$ cat config.mk
export PLATFORM = sky130hd
export DESIGN_NAME = upwm_timer
export DESIGN_NICKNAME = d
export VERILOG_FILES = /design/src/rtl/upwm_pkg.sv /design/src/rtl/upwm_counter.sv /design/src/rtl/upwm_outstage.sv /design/src/rtl/upwm_timer.sv
export SDC_FILE = /design/constraint.sdc
export NUM_CORES = 1
export LEC_CHECK = 0
export BUFFER_PORTS_ARGS = -buffer_cell sky130_fd_sc_hd__buf_2
export CAP_MARGIN = 20
export CELL_PAD_IN_SITES_DETAIL_PLACEMENT = 1
export CELL_PAD_IN_SITES_GLOBAL_PLACEMENT = 2
export CORE_MARGIN = 4
export CORE_UTILIZATION = 29
export DETAILED_ROUTE_END_ITERATION = 7
export PLACE_DENSITY_LB_ADDON = 0.3
export REMOVE_ABC_BUFFERS = 1
export SETUP_SLACK_MARGIN = 0.4
export SYNTH_ARGS = -nofsm -noshare
export SYNTH_HDL_FRONTEND = slang
export SYNTH_SLANG_ARGS = --single-unit
$ cat constraint.sdc
create_clock -name clk -period 3.59 [get_ports clk]
set_input_delay 0.1795 -clock clk [delete_from_list [all_inputs] [get_ports clk]]
set_output_delay 0.1795 -clock clk [all_outputs]
set_load 0.02 [all_outputs]
$ cat src/rtl/upwm_pkg.sv
package upwm_pkg;

   // Per-clock action chosen by the counter and shared with the output stage
   typedef enum logic [2:0] {
      ACT_HOLD  = 3'd0,   // enable low: freeze everything
      ACT_STOP  = 3'd1,   // limit of zero: pin the count at zero
      ACT_CLEAR = 3'd2,   // restart command
      ACT_STEP  = 3'd3,   // ordinary increment
      ACT_WRAP  = 3'd4    // rollover from the limit to zero
   } tmr_act_e;

   function automatic logic act_moves(input tmr_act_e a);
      return (a == ACT_STEP) || (a == ACT_WRAP) || (a == ACT_CLEAR);
   endfunction

   function automatic logic act_restarts(input tmr_act_e a);
      return (a == ACT_WRAP) || (a == ACT_CLEAR);
   endfunction

endpackage

$ cat src/rtl/upwm_counter.sv
module upwm_counter
   import upwm_pkg::*;
#(
   parameter int W = 16
) (
   input  logic         clk,
   input  logic         rst_n,
   input  logic         clr,
   input  logic         en,
   input  logic [W-1:0] limit,
   output logic [W-1:0] cnt_q,
   output logic [W-1:0] cnt_next,
   output tmr_act_e     act,
   output logic         wrap_q
);

   localparam logic [W-1:0] ZERO = '0;
   localparam logic [W-1:0] ONE  = {{(W-1){1'b0}}, 1'b1};

   logic at_limit;

   // Greater-or-equal so a limit lowered under the count still rolls over
   assign at_limit = (cnt_q >= limit);

   always_comb begin
      if (clr)                act = ACT_CLEAR;
      else if (!en)           act = ACT_HOLD;
      else if (limit == ZERO) act = ACT_STOP;
      else if (at_limit)      act = ACT_WRAP;
      else                    act = ACT_STEP;
   end

   always_comb begin
      unique case (act)
         ACT_STEP: cnt_next = cnt_q + ONE;
         ACT_HOLD: cnt_next = cnt_q;
         default:  cnt_next = ZERO;
      endcase
   end

   always_ff @(posedge clk or negedge rst_n) begin
      if (!rst_n) begin
         cnt_q  <= ZERO;
         wrap_q <= 1'b0;
      end else begin
         cnt_q  <= cnt_next;
         wrap_q <= (act == ACT_WRAP);
      end
   end

endmodule

$ cat src/rtl/upwm_outstage.sv
module upwm_outstage
   import upwm_pkg::*;
#(
   parameter int W = 16
) (
   input  logic         clk,
   input  logic         rst_n,
   input  tmr_act_e     act,
   input  logic [W-1:0] cnt_next,
   input  logic [W-1:0] thresh,
   output logic         pin_q
);

   logic hit;
   logic pin_d;

   // Compared against the count being loaded, so the edge lines up with it
   assign hit = (cnt_next == thresh);

   always_comb begin
      pin_d = pin_q;
      if (act_moves(act)) begin
         if (hit)                    pin_d = 1'b0;   // reset wins
         else if (act_restarts(act)) pin_d = 1'b1;
      end
   end

   always_ff @(posedge clk or negedge rst_n) begin
      if (!rst_n) pin_q <= 1'b0;
      else        pin_q <= pin_d;
   end

endmodule

$ cat src/rtl/upwm_timer.sv
module upwm_timer
   import upwm_pkg::*;
#(
   parameter int W = 16
) (
   input  logic         clk,
   input  logic         rst_n,
   input  logic         clr,
   input  logic         en,
   input  logic [W-1:0] period_val,
   input  logic [W-1:0] cmp_val,
   output logic         pwm_o,
   output logic [W-1:0] count_o,
   output logic         wrap_o
);

   generate
      if (W < 2 || W > 32) begin : g_bad_width
         $error("upwm_timer: W must lie in 2..32");
      end
   endgenerate

   tmr_act_e     act;
   logic [W-1:0] cnt_next;

   upwm_counter #(.W(W)) u_cnt (
      .clk      (clk),
      .rst_n    (rst_n),
      .clr      (clr),
      .en       (en),
      .limit    (period_val),
      .cnt_q    (count_o),
      .cnt_next (cnt_next),
      .act      (act),
      .wrap_q   (wrap_o)
   );

   upwm_outstage #(.W(W)) u_out (
      .clk      (clk),
      .rst_n    (rst_n),
      .act      (act),
      .cnt_next (cnt_next),
      .thresh   (cmp_val),
      .pin_q    (pwm_o)
   );

endmodule

==> flow_metrics.tcl, run 1 <==
set metrics [dict create \
    max_freq_mhz 328 \
    worst_path_max_delay_cell "or4_4" \
    holdCritStartpoint "clr" \
    first_iter_violations 64 \
    setup.worst_path.class "reg -> reg" \
    ant_nets 0 \
    period_needed_ns 3.05 \
    crit_fanout 9 \
    grt_max_degree 19 \
    status "finished, final reports clean" \
    drv_slew 0 \
    crit_family "simple AND/OR/NAND/NOR gates" \
    cts_tree "yes" \
    crit_buf_inv 1 \
    dr.pass1.iters 4 \
    rsz0062_at_grt "no" \
    hpwl_mm 5.32 \
    die_w_um 87.7 \
    critPathCapture "u_out.pin_q" \
    antenna_found_initial 0 \
    ys.warnings.count 0 \
    ys_types 56 \
    grt.total_usage_pct 17.7 \
    start_util_pct 30.4 \
    cts_buffer_depth 2 \
    wl_per_cell_um 17.4 \
    die_height_um 87.7 \
    synth-edff-count 0 \
    cp_slowest_stage_delay_ns 0.53 \
    finalCritPeriodShare_pct 85.0 \
    insertion_delay_ns 0.26 \
    vias 2033 \
    num_io_pins 54 \
    powerDensity_mw_per_mm2 213 \
    cts_sinks 18 \
    postSynthAreaPerCell_sq_um 7.88 \
    rrSetupSlack_ns 0.54 \
    hold_viol 0 \
    diodes 0 \
    hold_path.class "in -> reg" \
    core_region_area_sq_mm 0.00606 \
    crit_start "u_cnt.cnt_q[13]" \
    crit_chain "ha_1, a211o_1, o211ai_2, o211ai_4, or4_4, buf_4, or3_1, o21ai_2, o22ai_1, and4b_1, a41oi_2" \
    crit_path_end_kind "register" \
    ys_seq_area_share_pct 24.4 \
    crit_cells 11 \
    critPathLaunchType "register" \
    gp_congestion 0.808 \
    tns_ns 0 \
    syn_inst 234 \
    crit_arrival_ns 3.16 \
    path_clk_slew_ns 0.08 \
    slew_headroom_pct 68.6 \
    dieArea_sq_mm 0.00769 \
    drt-vias-per-instance 5.42 \
    fp-row-count 28 \
    synth-seq-cells 18 \
    drive_gt1_share_pct 30.7 \
    grt_pass1_wl_mm 10.7 \
    synth_area_sq_mm 0.00184 \
    tightest_slew_ns 0.471 \
    synthToLayoutAreaGrowth_pct 28.4 \
    synthArstFlopShare_pct 100 \
    grt_pass1_vias 2208 \
    r2r_start "u_cnt.cnt_q[13]" \
    drc 0 \
    reg2reg_to "u_out.pin_q" \
    htreeDepth 1 \
    setup_viol 0 \
    synth_flop_cell "dfrtp_1" \
    nNetsFinal 354 \
    gr-total-overflow 0 \
    fill_cells 796 \
    finClkSkew_ns 0.00529 \
    p_leak_nw 1.16 \
    cts_buffers 3 \
    max_cap_viol_count 0 \
    reg2reg_depth 11 \
    worstPathRequired_ns 3.70 \
    max-vdd-ir-drop_uv 125 \
    wl_mm 6.54 \
    cts-root-buf "clkbuf_8" \
    io_buffer_count 53 \
    hold_ws_ns 0.156 \
]
-- registers in the layout (all words and copies together) (netlist names) --
name / count
u_out.pin_q: 1
u_cnt.wrap_q: 1
u_cnt.cnt_q: 16
-- kinds of logic after synthesis --
kind of cell	Yosys count	synth area share [%]
compound gates	61	23.8
xor+xnor	13	6.18
fa+ha+maj	17	11.5
buf+inv	36	8.01
flops	18	24.4
simple gates	89	26.0
-- cells in the mapped netlist, types with 2 or more instances --
cell | number | area [sq um]
xor2_1 | 5 | 43.8
nor4_1 | 6 | 37.5
inv_1 | 28 | 105
nor4b_1 | 2 | 17.5
o22ai_1 | 2 | 12.5
nor2b_1 | 2 | 12.5
nand3b_1 | 2 | 15.0
dfrtp_1 | 18 | 450
nor2_1 | 14 | 52.6
a31oi_1 | 8 | 50.1
a21oi_1 | 11 | 55.1
buf_2 | 4 | 20.0
o21ai_2 | 3 | 26.3
nand2_1 | 23 | 86.3
ha_1 | 17 | 213
o21ai_1 | 6 | 30.0
clkbuf_1 | 3 | 11.3
nand3_1 | 6 | 30.0
and3_1 | 2 | 12.5
nand4_1 | 9 | 56.3
nor3_1 | 6 | 30.0
xnor2_1 | 8 | 70.1
or3_1 | 7 | 43.8
o21ai_0 | 10 | 50.1
-- metal layers --
metal	part of all wire, %	track usage [%]	up-vias
met3	3.0	1.79	8
met4	1.5	3.91	0
li1	-	-	987
met1	46	23.1	997
met5	0	0	-
met2	49	31.4	41
-- where the power goes --
| group | leakage [nW] | switching [mW] | internal [mW] | total, mW |
|---|---|---|---|---|
| Sequential | 0.236 | 0.00654 | 0.205 | 0.212 |
| Clock | 0.0288 | 0.0792 | 0.0975 | 0.177 |
| Combinational | 0.895 | 0.0685 | 0.0464 | 0.115 |
| Total | 1.16 | 0.154 | 0.349 | 0.503 |
-- cell usage in the layout (no fill, tap or decap), types with 2 or more instances in the layout --
| master | netlist | final |
|---|---|---|
| nand2_1 | 23 | 23 |
| nand4_1 | 9 | 9 |
| o21ai_1 | 6 | 7 |
| o21ai_0 | 10 | 9 |
| inv_1 | 28 | 28 |
| nand3b_1 | 2 | 2 |
| buf_2 | 4 | 53 |
| ha_1 | 17 | 17 |
| a31oi_1 | 8 | 8 |
| nor2_1 | 14 | 14 |
| a21oi_1 | 11 | 11 |
| nand3_1 | 6 | 6 |
| nor4_1 | 6 | 6 |
| xnor2_1 | 8 | 8 |
| or3_1 | 7 | 7 |
| and3_1 | 2 | 2 |
| nor2b_1 | 2 | 2 |
| nor3_1 | 6 | 6 |
| xor2_1 | 5 | 5 |
| dfrtp_1 | 18 | 13 |
| clkbuf_8 | 0 | 4 |
| buf_4 | 0 | 16 |
| dfrtp_2 | 0 | 5 |
| o22ai_1 | 2 | 2 |
| nor4b_1 | 2 | 2 |
| o21ai_2 | 3 | 3 |
-- per-stage QoR --
step | std cells | utilization [%] | cell area (sq um) | power [mW] | worst slack, ns
after floorplan | 226 | - | 1800 | 0.270 | 0.541
after global placement | 364 | 36.9 | 2230 | 0.328 | 0.596
after detailed placement | 364 | 36.9 | 2230 | 0.329 | 0.467
after global routing | 375 | 39.1 | 2370 | 0.529 | 0.400
final | 375 | 39.1 | 2370 | 0.503 | 0.540
after CTS | 369 | 37.9 | 2300 | 0.503 | 0.449
-- how the worst min path moves through the flow --
stage | cells past startpoint | slack, ns | endpoint
after floorplan | 0 | -0.12 | u_cnt.cnt_q[0]
after global placement | 1 | 0.17 | u_cnt.cnt_q[5]
after detailed placement | 1 | 0.17 | u_cnt.cnt_q[5]
after CTS | 2 | 0.16 | u_cnt.wrap_q
after global routing | 2 | 0.17 | u_cnt.wrap_q
final | 2 | 0.16 | u_cnt.wrap_q
-- repair_timing --
item | 4_1_cts | 5_1_grt
setup endpoints to repair | 0 | 1
hold endpoints to repair | 18 | 0
buffers inserted | 0 | 6
gates resized for setup | 0 | 8
hold buffers | 1 | 0
-- area by class of cell --
class	instances	area (sq um)	share of cell area [%]
sequential	18	457	19.3
timing repair buffer	70	395	16.7
clock buffer	4	55.1	2.33
multi-input combinational	180	1260	53.3
inverter	28	105	4.44
tap	75	93.8	3.96
(Power assumes the default switching activity.)
==> inputs of run 2 (changes only) <==
--- a/config.mk
+++ b/config.mk
@@ -10,7 +10,7 @@
 export CELL_PAD_IN_SITES_DETAIL_PLACEMENT = 1
 export CELL_PAD_IN_SITES_GLOBAL_PLACEMENT = 2
 export CORE_MARGIN = 4
-export CORE_UTILIZATION = 29
+export CORE_UTILIZATION = 26
 export DETAILED_ROUTE_END_ITERATION = 7
 export PLACE_DENSITY_LB_ADDON = 0.3
 export REMOVE_ABC_BUFFERS = 1
==> constraint.sdc (replaced) <==
create_clock -name clk -period 2.6 [get_ports clk]
set_input_delay 0.13 -clock clk [delete_from_list [all_inputs] [get_ports clk]]
set_output_delay 0.13 -clock clk [all_outputs]
set_load 0.02 [all_outputs]
==> run 2 against run 1 <==
  * The flow now finishes with violations (setup timing)
  * Power increased by 49%
  * Global-route usage about the same
  * Utilization increased by 3.9 points
  * Sequential cell count unchanged
  * Combinational power increased by 85%
  * Clock power increased by 40%
  * Cell area increased by 24%
  * Register-to-register slack got worse by 0.76 ns
  * Sequential power increased by 36%
  * Via count increased by 7.9%
  * Setup slack got worse by 0.76 ns
==> flow_metrics.tcl, run 2 (synthesis gave the netlist of run 1 again) <==
set metrics [dict create \
    core_region_area_sq_mm 0.00683 \
    p_leak_nw 1.43 \
    wl_per_cell_um 17.0 \
    ant_nets 0 \
    slew_headroom_pct 70.3 \
    final_cell_mix "buf_4 (60), buf_2 (53), inv_1 (28), nand2_1 (21), dfrtp_1 (18)" \
    final.setup.worst_slack_ns -0.220 \
    reg.largest.list "u_cnt.cnt_q: 16 flops, u_cnt.wrap_q: 1 flops, u_out.pin_q: 1 flops" \
    hold_viol 0 \
    crit_path_end_kind "register" \
    diodes 0 \
    fp-row-count 30 \
    wl_mm 7.56 \
    max_cap_viol_count 0 \
    vias 2193 \
    violations "setup timing" \
    dr.pass1.iters 4 \
    io_buffer_count 53 \
    crit_fanout 11 \
    max_freq_mhz 355 \
    antenna_found_initial 0 \
    grt_pass1_vias 2311 \
    num_io_pins 54 \
    status "finished with violations" \
    worstPathRequired_ns 2.74 \
    rsz0062_at_grt "yes" \
    crit_arrival_ns 2.96 \
    drive_gt1_share_pct 45.4 \
    period_needed_ns 2.82 \
    critPathLaunchType "register" \
    die_w_um 92.2 \
    drv_slew 0 \
    gp_congestion 0.849 \
    insertion_delay_ns 0.27 \
    first_iter_violations 44 \
    path_clk_slew_ns 0.08 \
    gr-total-overflow 0 \
    finClkSkew_ns 0.00745 \
    die_height_um 92.2 \
    start_util_pct 27.0 \
    drt-vias-per-instance 4.94 \
    cts_buffers 3 \
    hold_path.class "in -> reg" \
    cts-root-buf "clkbuf_8" \
    powerDensity_mw_per_mm2 255 \
    hpwl_mm 6.08 \
    top_register "u_cnt.cnt_q" \
    grt.total_usage_pct 17.7 \
    design_power_total_mw 0.748 \
    finalCritPeriodShare_pct 108 \
    cts_tree "yes" \
    largest_reg_flops 16 \
    dieArea_sq_mm 0.00850 \
    setup_viol 2 \
    cts_sinks 18 \
    grt_pass1_wl_mm 11.8 \
    tns_ns -0.282 \
    tightest_slew_ns 0.445 \
    drc 0 \
    htreeDepth 1 \
    cts_buffer_depth 2 \
    final_common_cell "buf_4" \
    synthToLayoutAreaGrowth_pct 59.3 \
    nNetsFinal 402 \
    max-vdd-ir-drop_uv 144 \
    setup.worst_path.class "reg -> reg" \
    grt_max_degree 19 \
]
run 2: cell types whose count changed in the layout (fill, tap and decap cells not counted), sizes merged:
cell	before	now
buf	69	117
run 2: timing repair:
item | in CTS | in global routing
endpoints found under the hold margin | 18 | 0
resized for setup | 20 | 20
buffers inserted | 4 | 2
gates cloned | 0 | 0
pin swaps | 9 | 7
hold buffers | 1 | 0
setup endpoints to repair | 16 | 17
run 2: final timing paths:
path | depth (start not counted) | end | slack, ns | from
min in group asynchronous | 2 | u_cnt.wrap_q | 0.35 | rst_n
min reg2reg | 2 | u_cnt.cnt_q[3] | 0.60 | u_cnt.cnt_q[3]
max | 13 | u_out.pin_q | -0.22 | u_cnt.cnt_q[14]
min | 2 | u_cnt.wrap_q | 0.09 | clr
max reg2reg | 13 | u_out.pin_q | -0.22 | u_cnt.cnt_q[14]
max in group asynchronous | 2 | u_cnt.cnt_q[6] | 1.94 | rst_n
run 2: report_power, final:
part | total [mW] | internal [mW] | switching, mW
combinational | 0.213 | 0.0954 | 0.117
clock | 0.248 | 0.135 | 0.112
sequential | 0.288 | 0.284 | 0.00402
run 2: critical path, stage by stage, from the launching register on:
cell,delay (ns)
dfrtp_1,0.41
ha_4,0.28
and4_4,0.26
nand4_1,0.22
a2111oi_4,0.29
buf_4,0.19
nor4_4,0.04
buf_6,0.15
buf_4,0.14
buf_4,0.14
nor2_1,0.10
o22ai_1,0.11
nor3_2,0.22
a41oi_2,0.13
run 2: metrics by stage:
stage          setup WS (ns)  area (sq um)  std cells  hold WS, ns  util (%)
6_report              -0.220          2940        444       0.0931      43.0
5_1_grt               -0.378          2940        444       0.0978      43.0
4_1_cts               -0.204          2810        442       0.0795      41.1
3_5_place_dp          -0.342          2620        433        0.103      38.4
3_3_place_gp          -0.318          2620        433       0.0935      38.4
2_1_floorplan         -0.449          1800        226       -0.166         -
run 2: final cells by class:
type                       count  area (sq um)
multi-input combinational    180          1440
fill                         864          3890
sequential                    18           450
inverter                      28           105
tap                           96           120
clock buffer                   4          55.1
timing repair buffer         118           771
run 2: per-layer routing:
| layer | GRT usage [%] | up-vias | share of wire [%] |
|---|---|---|---|
| li1 | - | 1081 | - |
| met1 | 23.7 | 1063 | 48 |
| met2 | 30.0 | 44 | 48 |
| met3 | 1.89 | 5 | 3.2 |
| met4 | 5.20 | 0 | 0.95 |
| met5 | 0 | - | 0 |
